==> src/rtl/rsi_pkg.sv <==
package rsi_pkg;
    typedef enum logic [1:0] {
        PM_FRAME = 2'd0,
        PM_COUNT = 2'd1,
        PM_LINE  = 2'd2,
        PM_RSVD  = 2'd3
    } pmode_t;

    typedef enum logic [1:0] {
        PS_IDLE,
        PS_FRAME,
        PS_WRAP,
        PS_COUNT
    } pstate_t;
endpackage

==> src/rtl/rsi_hit.sv <==
module rsi_hit #(
    parameter int LW = 10,
    parameter int DW = 12
) (
    input  logic          arm_i,
    input  logic [LW:0]   n_i,
    input  logic [DW-1:0] dot_tgt_i,
    input  logic [LW:0]   line_i,
    input  logic [DW-1:0] dot_i,
    input  logic          field_i,
    input  logic          ilace_i,
    input  logic [LW:0]   total_i,
    output logic          match_o
);
    logic [LW+1:0] mapped;

    // field line n -> raster 2n / 2n+1 when interlaced
    assign mapped  = ilace_i ? {n_i, field_i} : {1'b0, n_i};
    assign match_o = arm_i
                  && (mapped < {1'b0, total_i})
                  && (mapped == {1'b0, line_i})
                  && (dot_i == dot_tgt_i);
endmodule

==> src/rtl/rsi_pos_seq.sv <==
module rsi_pos_seq
    import rsi_pkg::*;
#(
    parameter int LW = 10
) (
    input  logic          clk,
    input  logic          rst_n,
    input  logic          wr_i,
    input  pmode_t        wr_mode_i,
    input  logic [LW-1:0] wr_line_i,
    input  logic [LW:0]   cur_line_i,
    input  logic [LW:0]   total_i,
    input  logic          fire_i,
    output logic [LW:0]   tgt_o,
    output logic          arm_o
);
    pstate_t       state, state_n;
    logic [LW:0]   tgt, tgt_n;
    logic [LW-1:0] step, step_n;
    logic [LW:0]   half;

    assign half = total_i >> 1;

    always_ff @(posedge clk) begin
        if (!rst_n) begin
            state <= PS_FRAME;
            tgt   <= '0;
            step  <= '0;
        end else begin
            state <= state_n;
            tgt   <= tgt_n;
            step  <= step_n;
        end
    end

    always_comb begin
        state_n = state;
        tgt_n   = tgt;
        step_n  = step;
        if (wr_i) begin
            unique case (wr_mode_i)
                PM_FRAME, PM_RSVD: begin
                    state_n = PS_FRAME;
                    tgt_n   = {1'b0, wr_line_i};
                end
                PM_COUNT, PM_LINE: begin
                    step_n  = (wr_mode_i == PM_LINE) ? LW'(1) : wr_line_i;
                    tgt_n   = (cur_line_i >> 1) + (LW+1)'(step_n);
                    state_n = (half == '0) ? PS_IDLE : PS_WRAP;
                end
            endcase
        end else begin
            unique case (state)
                PS_WRAP: begin
                    if (half == '0)      state_n = PS_IDLE;
                    else if (tgt > half) tgt_n   = tgt - half;
                    else                 state_n = PS_COUNT;
                end
                PS_COUNT: begin
                    if (fire_i) begin
                        tgt_n   = tgt + (LW+1)'(step);
                        state_n = PS_WRAP;
                    end
                end
                PS_IDLE, PS_FRAME: ;
            endcase
        end
    end

    always_comb begin
        tgt_o = tgt;
        arm_o = (state == PS_FRAME) || (state == PS_COUNT);
    end
endmodule

==> src/rtl/rsi_raster_irq.sv <==
module rsi_raster_irq
    import rsi_pkg::*;
#(
    parameter int LW = 10,
    parameter int DW = 12
) (
    input  logic          clk,
    input  logic          rst_n,
    input  logic          wr_en_i,
    input  logic          wr_sel_i,
    input  logic [31:0]   wr_data_i,
    input  logic [LW:0]   line_i,
    input  logic [DW-1:0] dot_i,
    input  logic          field_i,
    input  logic          ilace_i,
    input  logic [LW:0]   total_i,
    input  logic [DW-1:0] line_len_i,
    output logic          irq_v1_o,
    output logic          irq_v2_o,
    output logic          irq_pos_o
);
    localparam int NIRQ = 3;

    logic [LW-1:0] vc1, vc2, hofs;
    logic [DW-1:0] dot2, pos_dot;
    logic [LW:0]   pos_tgt;
    logic          pos_arm, wr_pos;
    logic [NIRQ-1:0] match, match_q, irq_q;
    logic [LW:0]     n_arr   [NIRQ];
    logic [DW-1:0]   dt_arr  [NIRQ];
    logic            arm_arr [NIRQ];

    assign wr_pos = wr_en_i && wr_sel_i;

    always_ff @(posedge clk) begin
        if (!rst_n) begin
            vc1  <= '0;
            vc2  <= '0;
            hofs <= '0;
        end else if (wr_en_i) begin
            if (!wr_sel_i) begin
                vc1 <= wr_data_i[16 +: LW];
                vc2 <= wr_data_i[0 +: LW];
            end else begin
                hofs <= wr_data_i[16 +: LW];
            end
        end
    end

    assign dot2    = DW'({hofs, 1'b0});
    assign pos_dot = (dot2 >= line_len_i) ? line_len_i - DW'(1) : dot2;

    rsi_pos_seq #(.LW(LW)) u_seq (
        .clk        (clk),
        .rst_n      (rst_n),
        .wr_i       (wr_pos),
        .wr_mode_i  (pmode_t'(wr_data_i[13:12])),
        .wr_line_i  (wr_data_i[0 +: LW]),
        .cur_line_i (line_i),
        .total_i    (total_i),
        .fire_i     (match[2] & ~match_q[2]),
        .tgt_o      (pos_tgt),
        .arm_o      (pos_arm)
    );

    assign n_arr[0]   = {1'b0, vc1};
    assign n_arr[1]   = {1'b0, vc2};
    assign n_arr[2]   = pos_tgt;
    assign dt_arr[0]  = '0;
    assign dt_arr[1]  = '0;
    assign dt_arr[2]  = pos_dot;
    assign arm_arr[0] = 1'b1;
    assign arm_arr[1] = 1'b1;
    assign arm_arr[2] = pos_arm;

    for (genvar k = 0; k < NIRQ; k++) begin : g_hit
        rsi_hit #(.LW(LW), .DW(DW)) u_hit (
            .arm_i     (arm_arr[k]),
            .n_i       (n_arr[k]),
            .dot_tgt_i (dt_arr[k]),
            .line_i    (line_i),
            .dot_i     (dot_i),
            .field_i   (field_i),
            .ilace_i   (ilace_i),
            .total_i   (total_i),
            .match_o   (match[k])
        );
    end

    always_ff @(posedge clk) begin
        if (!rst_n) begin
            match_q <= '0;
            irq_q   <= '0;
        end else begin
            match_q <= match;
            irq_q   <= match & ~match_q;
        end
    end

    assign irq_v1_o  = irq_q[0];
    assign irq_v2_o  = irq_q[1];
    assign irq_pos_o = irq_q[2];
endmodule

==> config.mk <==
export PLATFORM = sky130hd
export DESIGN_NAME = rsi_raster_irq
export DESIGN_NICKNAME = d
export VERILOG_FILES = /design/src/rtl/rsi_pkg.sv /design/src/rtl/rsi_hit.sv /design/src/rtl/rsi_pos_seq.sv /design/src/rtl/rsi_raster_irq.sv
export SDC_FILE = /design/constraint.sdc
export NUM_CORES = 1
export LEC_CHECK = 0
export CAP_MARGIN = 0
export CORE_MARGIN = 5
export CORE_UTILIZATION = 50
export DETAILED_ROUTE_END_ITERATION = 8
export GPL_TIMING_DRIVEN = 0
export PLACE_DENSITY = 0.69
export SKIP_CTS_REPAIR_TIMING = 1
export SYNTH_ARGS = -nofsm -noshare
export SYNTH_HDL_FRONTEND = slang
export SYNTH_HIERARCHICAL = 1
export SYNTH_SLANG_ARGS = --single-unit
export TNS_END_PERCENT = 5
==> constraint.sdc <==
create_clock -name clk -period 4.54 [get_ports clk]
set_input_delay 0.908 -clock clk [delete_from_list [all_inputs] [get_ports clk]]
set_output_delay 0.908 -clock clk [all_outputs]
set_load 0.01 [all_outputs]
# [Yosys cells after proc, flatten, opt, wreduce, memory -nomap -nowiden]
# Index checks and enable logic that the tools add are counted.
[totals] inputBits=84 reg_bits=59 output_inout_bits=3
[classes] order_cmp=5 n_addsub=4 n_reduce_logical=20 n_eq_ne=14 muxes=18 bitwise_logic=5
[ops] cell="11-bit 2-to-1 mux" count=6
[ops] cell="11-bit case mux with 2 select lines" count=2
[ops] cell="12-bit by 11-bit == test with 1-bit output" count=3
[ops] cell="12-bit by 11-bit < comparator with 1-bit output" count=3
[ops] cell="12-bit 2-to-1 mux" count=2
[ops] cell="12-bit == test" count=1
[ops] cell="11-bit by 12-bit >= comparator with 1-bit output" count=1
[ops] cell="12-bit logical NOT" count=1
[ops] cell="12-bit by 1-bit subtractor with 12-bit output, second input constant" count=1
[ops] cell="10-bit by 10-bit adder with 11-bit output" count=1
[ops] cell="11-bit by 10-bit adder with 11-bit output" count=1
[ops] cell="11-bit by 10-bit greater-than comparator with 1-bit output" count=1
[ops] cell="11-bit logical NOT" count=1
[ops] cell="11-bit by 10-bit subtractor with 11-bit output" count=1
[ops] cell="10-bit 2-to-1 mux" count=1
[ops] cell="2-bit 2-to-1 mux" count=5
[ops] cell="2-bit == test, second input constant" count=4
[ops] cell="1-bit logical AND" count=8
[ops] cell="2-bit case mux with 2 select lines" count=2
[ops] cell="3-bit by 1-bit != test with 1-bit output, second input constant" count=2
[ops] cell="2-bit AND reduction" count=3
[ops] cell="2-bit by 1-bit == test with 1-bit output, second input constant" count=2
[ops] cell="4-bit by 2-bit != test with 1-bit output, second input constant" count=1
[ops] cell="4-bit AND reduction" count=1
[ops] cell="other kinds (10)" count=12

# [Logic depth before layout (Yosys ltp)]
[logic_depth] word_depth=9 mapped_depth=19 ltp_nobuf=17

# [By module]
# Netlist, hierarchy kept.
[modules_own_cells] module="rsi_pos_seq" cells_each=353 area_per_inst_um2=2662.6 n_inst=1
[modules_own_cells] module="rsi_hit" cells_each=94 area_per_inst_um2=764.5 n_inst=3
[modules_own_cells] module="rsi_raster_irq" cells_each=219 area_per_inst_um2=1844.3 n_inst=1

# [Least setup slack after synthesis]
# OpenSTA, ideal clock, no wires.
[synth_path] kind="input-to-reg" startpoint="input port line_len_i[1]" endpoint="register u_seq.tgt[9] (netlist: u_seq/tgt_o[9])" arrival_ns=3.939 path_slack_ns=0.474 required_time_ns=4.412 cell_stages=18 path_cell_list="inv_1 > ha_1 > nor2b_1 > o211ai_1 > a211o_1 > o221ai_1 > buf_4 > mux2_2 > xor2_1 > nor4_1 > nand4_1 > nor4_2 > nor2b_1 > a21oi_1 > o21a_1 > buf_6 > a221oi_1 > a21oi_1"
[synth_via] elab_chain_cells=7
[synth_rtl] item="start, declared" line_no="rsi_raster_irq.sv:17" rtl="input logic [DW-1:0] line_len_i,"
[synth_rtl] item="12-bit by 1-bit subtractor with 12-bit output or 11-bit by 12-bit >= comparator with 1-bit output (tied branches)" line_no="rsi_raster_irq.sv:51" rtl="assign pos_dot = (dot2 >= line_len_i) ? line_len_i - DW'(1) : dot2;"
[synth_rtl] item="12-bit 2-to-1 mux *" line_no="rsi_raster_irq.sv:51"
[synth_rtl] item="named net pos_dot[9]" line_no="rsi_raster_irq.sv:25" rtl="logic [DW-1:0] dot2, pos_dot;"
[synth_rtl] item="12-bit == test *" line_no="rsi_hit.sv:22" rtl="&& (dot_i == dot_tgt_i);"
[synth_rtl] item="1-bit logical AND *" line_no="rsi_hit.sv:22"
[synth_rtl] item="named net match[2]" line_no="rsi_raster_irq.sv:28" rtl="logic [NIRQ-1:0] match, match_q, irq_q;"
[synth_rtl] item="1-bit bitwise AND *" line_no="rsi_raster_irq.sv:61" rtl=".fire_i (match[2] & ~match_q[2]),"
[synth_rtl] item="3-bit by 1-bit != test with 1-bit output (no line) *"
[synth_rtl] item="4-bit AND reduction (no line) *"
[synth_rtl] item="end signal, assigned" line_no="rsi_pos_seq.sv:31" rtl="tgt <= tgt_n;"
[synth_rtl] item="end, declared" line_no="rsi_pos_seq.sv:18" rtl="logic [LW:0] tgt, tgt_n;"
# The timed path passes the listed nets; every way through them passes the cells marked *.
# A chain may end at the register's enable or synchronous reset.

# [Worst setup path after layout]
[layout_path] startpoint="input port line_len_i[5]" endpoint="register u_seq.tgt[8] (netlist: u_seq/tgt_o[8])"
# Same word-level chain as after synthesis.

==> impl_metrics.py <==
metrics = {
    "status": {
        "status": "finished clean",
    },
    "setup_path": {
        "cp_max_fo": 5,
        "crit_chain": "dlymetal6s2s_1, inv_1, ha_1, a211oi_1, nor2_1, nor2_2, o221ai_4, buf_6, mux2_4, xor2_1, nor4_1, nand4_1, nor4_4, nor2b_4, a21oi_4, o21a_1, buf_6, a22oi_2, a21boi_2",
        "critPathBufInv": 4,
        "cp-start-kind": "input port",
        "r2r_start": "hofs[0]$_SDFFE_PN0P_",
        "path_class": "in2reg",
        "crit_path_max_incr_delay_ps": 350,
        "end_kind": "flip-flop",
        "cpMaxStageDelayCell": "nor4_4",
        "crit_top_cell": "buf_6",
        "r2r_setup_slack_ps": 750,
        "crit_start": "line_len_i[5]",
        "cpLargestDelayFamily": "simple AND/OR/NAND/NOR gates",
        "arrival_ps": 4570,
        "cp.depth": 19,
        "r2r_cells": 17,
        "cp.required_ps": 4760,
    },
    "run": {
        "drv_cap": 0,
    },
    "clock_tree": {
        "clock_latency_ps": 340,
        "cts_buffers": 9,
        "clockRootBuffer": "clkbuf_16",
        "clock_sinks": 59,
        "ctsHtreeMaxLevel": 3,
        "cts_tree": "yes",
        "clock_path_buffers": 2,
        "path_clk_slew_ps": 60,
    },
    "logic_synthesis": {
        "async_reset_ff_share_pct": 0,
        "ys_warn_count": 6,
        "yosysTopAreaCell": "dfxtp_1",
        "syn_area_per_cell_um2": 7.96,
        "yosys_most_used_dff": "dfxtp_1",
        "synth.distinct_cells": 64,
        "synth_edf_count": 0,
        "synth_seq_area_share_pct": 17.4,
        "synth_commonest_cells": "nand2_1, ha_1, inv_1, xnor2_1, dfxtp_1",
        "synth_seq_cells": 59,
        "synth_area_um2": 6800,
        "synth_top_area_share_pct": 17.4,
        "synth.most_common_cell": "nand2_1",
        "synth.area.top_cells": "dfxtp_1, ha_1, xnor2_1, nand2_1, mux2_2",
        "synthCells": 854,
    },
    "route": {
        "dr.pass1.iters": 5,
        "final_antenna_net_count": 0,
        "wl_per_cell_um": 17.6,
        "vias_per_cell": 5.62,
        "vias": 6515,
        "drc": 0,
        "routed_wirelength_um": 20400,
        "drt_iter0_drc": 568,
    },
    "final_layout": {
        "antennaDiodeCount": 0,
        "nNetsFinal": 1137,
        "area_growth_syn_to_layout_pct": 23.7,
        "utilization_pct": 63.3,
        "nFillCells": 1212,
        "drive_above_1_share_pct": 10.6,
    },
    "worst_hold_path": {
        "hold_depth": 1,
        "min_from": "match_q[0]$_SDFF_PN0_",
        "hp-class": "reg2reg",
    },
    "placed_design": {
        "gp_congestion": 0.882,
        "io_buffers": 76,
        "post-dp-hpwl_um": 16000,
    },
    "sta": {
        "grt_setup_unrepaired": "no",
        "max_clock_freq_mhz": 230,
        "finalHoldViolCount": 0,
        "setup_tns_ps": 0,
        "setup_viol": 0,
        "worst_slew_pin_slew_ps": 768,
        "final_max_slew_viol_count": 0,
        "clock-skew-final_ps": 10.9,
        "whs_ps": 381,
        "period_needed_ps": 4340,
        "relSlewSlack_pct": 48.6,
        "fin_crit_sh_pct": 95.7,
    },
    "die": {
        "fp.dieW_um": 127,
        "rows": 42,
        "die_y_um": 127,
        "coreArea_um2": 13300,
        "start_util_pct": 51.1,
        "pin_count": 87,
        "dieArea_um2": 16000,
    },
    "grt": {
        "grt_usage_pct": 24.7,
        "antenna_found_initial": 0,
        "grt_pass1_vias": 5947,
        "grt_max_degree": 16,
        "grt_pass1_wl_um": 31500,
        "overflow": 0,
    },
    "power_and_ir_drop": {
        "power_density_nw_per_um2": 236,
        "power_mw": 1.99,
        "power_leakage_nw": 3.80,
        "vdd_drop_max_mv": 0.194,
    },
}
worst paths after layout:
path | end
hold / removal | irq_q[0]$_SDFF_PN0_
hold reg to reg | irq_q[0]$_SDFF_PN0_
setup / recovery | u_seq/tgt_o[8]$_SDFFE_PN0P_
setup reg to reg | u_seq/tgt_o[8]$_SDFFE_PN0P_
stage by stage:
stage          setup WS [ps]  std cells  instance area (µm²)
6_report                 195       1159                 8410
5_1_grt                 5.91       1159                 8410
4_1_cts                 -291       1150                 8210
3_5_place_dp            -624       1134                 7890
3_3_place_gp            -620       1134                 7890
2_1_floorplan            474        882                 6910
final cells by class:
cell class	instances	area [µm²]	share of cell area (%)
Multi-Input combinational cell	724	5420	64.5
Sequential cell	59	1180	14.0
Timing Repair Buffer	85	861	10.2
Inverter	67	251	2.99
Clock buffer	9	225	2.68
Tap cell	176	220	2.62
Buffer	32	151	1.80
Clock inverter	7	98.8	1.17
kinds of logic (layout without fill, tap and decap cells):
logic type | Yosys count | in the layout | synth area share, %
adder cells (fa/ha/maj) | 75 | 75 | 14.1
buffers and inverters | 99 | 200 | 5.78
other | 2 | 30 | 0.110
XOR/XNOR | 102 | 102 | 13.1
flip-flops | 59 | 59 | 17.4
AND/OR/NAND/NOR | 253 | 253 | 19.0
AO/OA/AOI/OAI | 204 | 204 | 20.6
multiplexers | 60 | 60 | 9.79
cells in the final DEF, fill, tap and decap left out, drive strengths merged, types with 6 or more instances in the layout:
| cell | netlist | layout |
|---|---|---|
| mux2i | 20 | 20 |
| nor4 | 10 | 10 |
| o21bai | 6 | 6 |
| nor3 | 8 | 8 |
| dlymetal6s2s | 0 | 11 |
| o211ai | 10 | 10 |
| dfxtp | 59 | 59 |
| clkdlybuf4s50 | 0 | 65 |
| buf | 10 | 19 |
| o21ai | 29 | 29 |
| xor2 | 42 | 42 |
| o21a | 9 | 9 |
| inv | 67 | 69 |
| a21boi | 48 | 48 |
| nor2b | 20 | 20 |
| nand2b | 10 | 10 |
| clkbuf | 22 | 31 |
| a21o | 19 | 19 |
| nand3 | 11 | 11 |
| ha | 72 | 72 |
| nand2 | 111 | 111 |
| nand4 | 21 | 21 |
| a21oi | 37 | 37 |
| conb | 2 | 30 |
| mux2 | 40 | 40 |
| and2 | 6 | 6 |
| nor2 | 38 | 38 |
| a211oi | 17 | 17 |
| xnor2 | 60 | 60 |
metal layers:
metal | share of wire, % | vias to the layer above | GRT usage, %
met5 | 0 | - | 0
met2 | 42 | 237 | 36.7
met3 | 8.5 | 30 | 5.42
met1 | 48 | 3013 | 36.7
li1 | - | 3235 | -
met4 | 1.5 | 0 | 5.05
worst reg2reg max path, delay by kind of cell (launching register included):
| kind | cells | cell delay [ps] |
|---|---|---|
| AOI/OAI and AO/OA | 7 | 1040 |
| xor gates and xnor gates | 1 | 160 |
| adders and majority gates | 1 | 240 |
| buffers and inverters | 2 | 290 |
| DFF | 1 | 380 |
| muxes | 1 | 310 |
| and+or+nand+nor | 5 | 1270 |
registers in the layout, summed over array words and instances (netlist names):
register	count
match_q	3
vc1	10
u_seq/tgt_o	11
irq_q	3
u_seq/state	2
u_seq/step	10
hofs	10
vc2	10
power breakdown:
| part | total, mW | leakage [nW] | internal [mW] | switching [mW] |
|---|---|---|---|---|
| clock | 0.747 | 0.156 | 0.484 | 0.263 |
| combinational | 0.652 | 3.17 | 0.304 | 0.349 |
| sequential | 0.589 | 0.482 | 0.543 | 0.0458 |
| total | 1.99 | 3.80 | 1.33 | 0.658 |
Note: power is estimated with default switching activity, not from simulation.
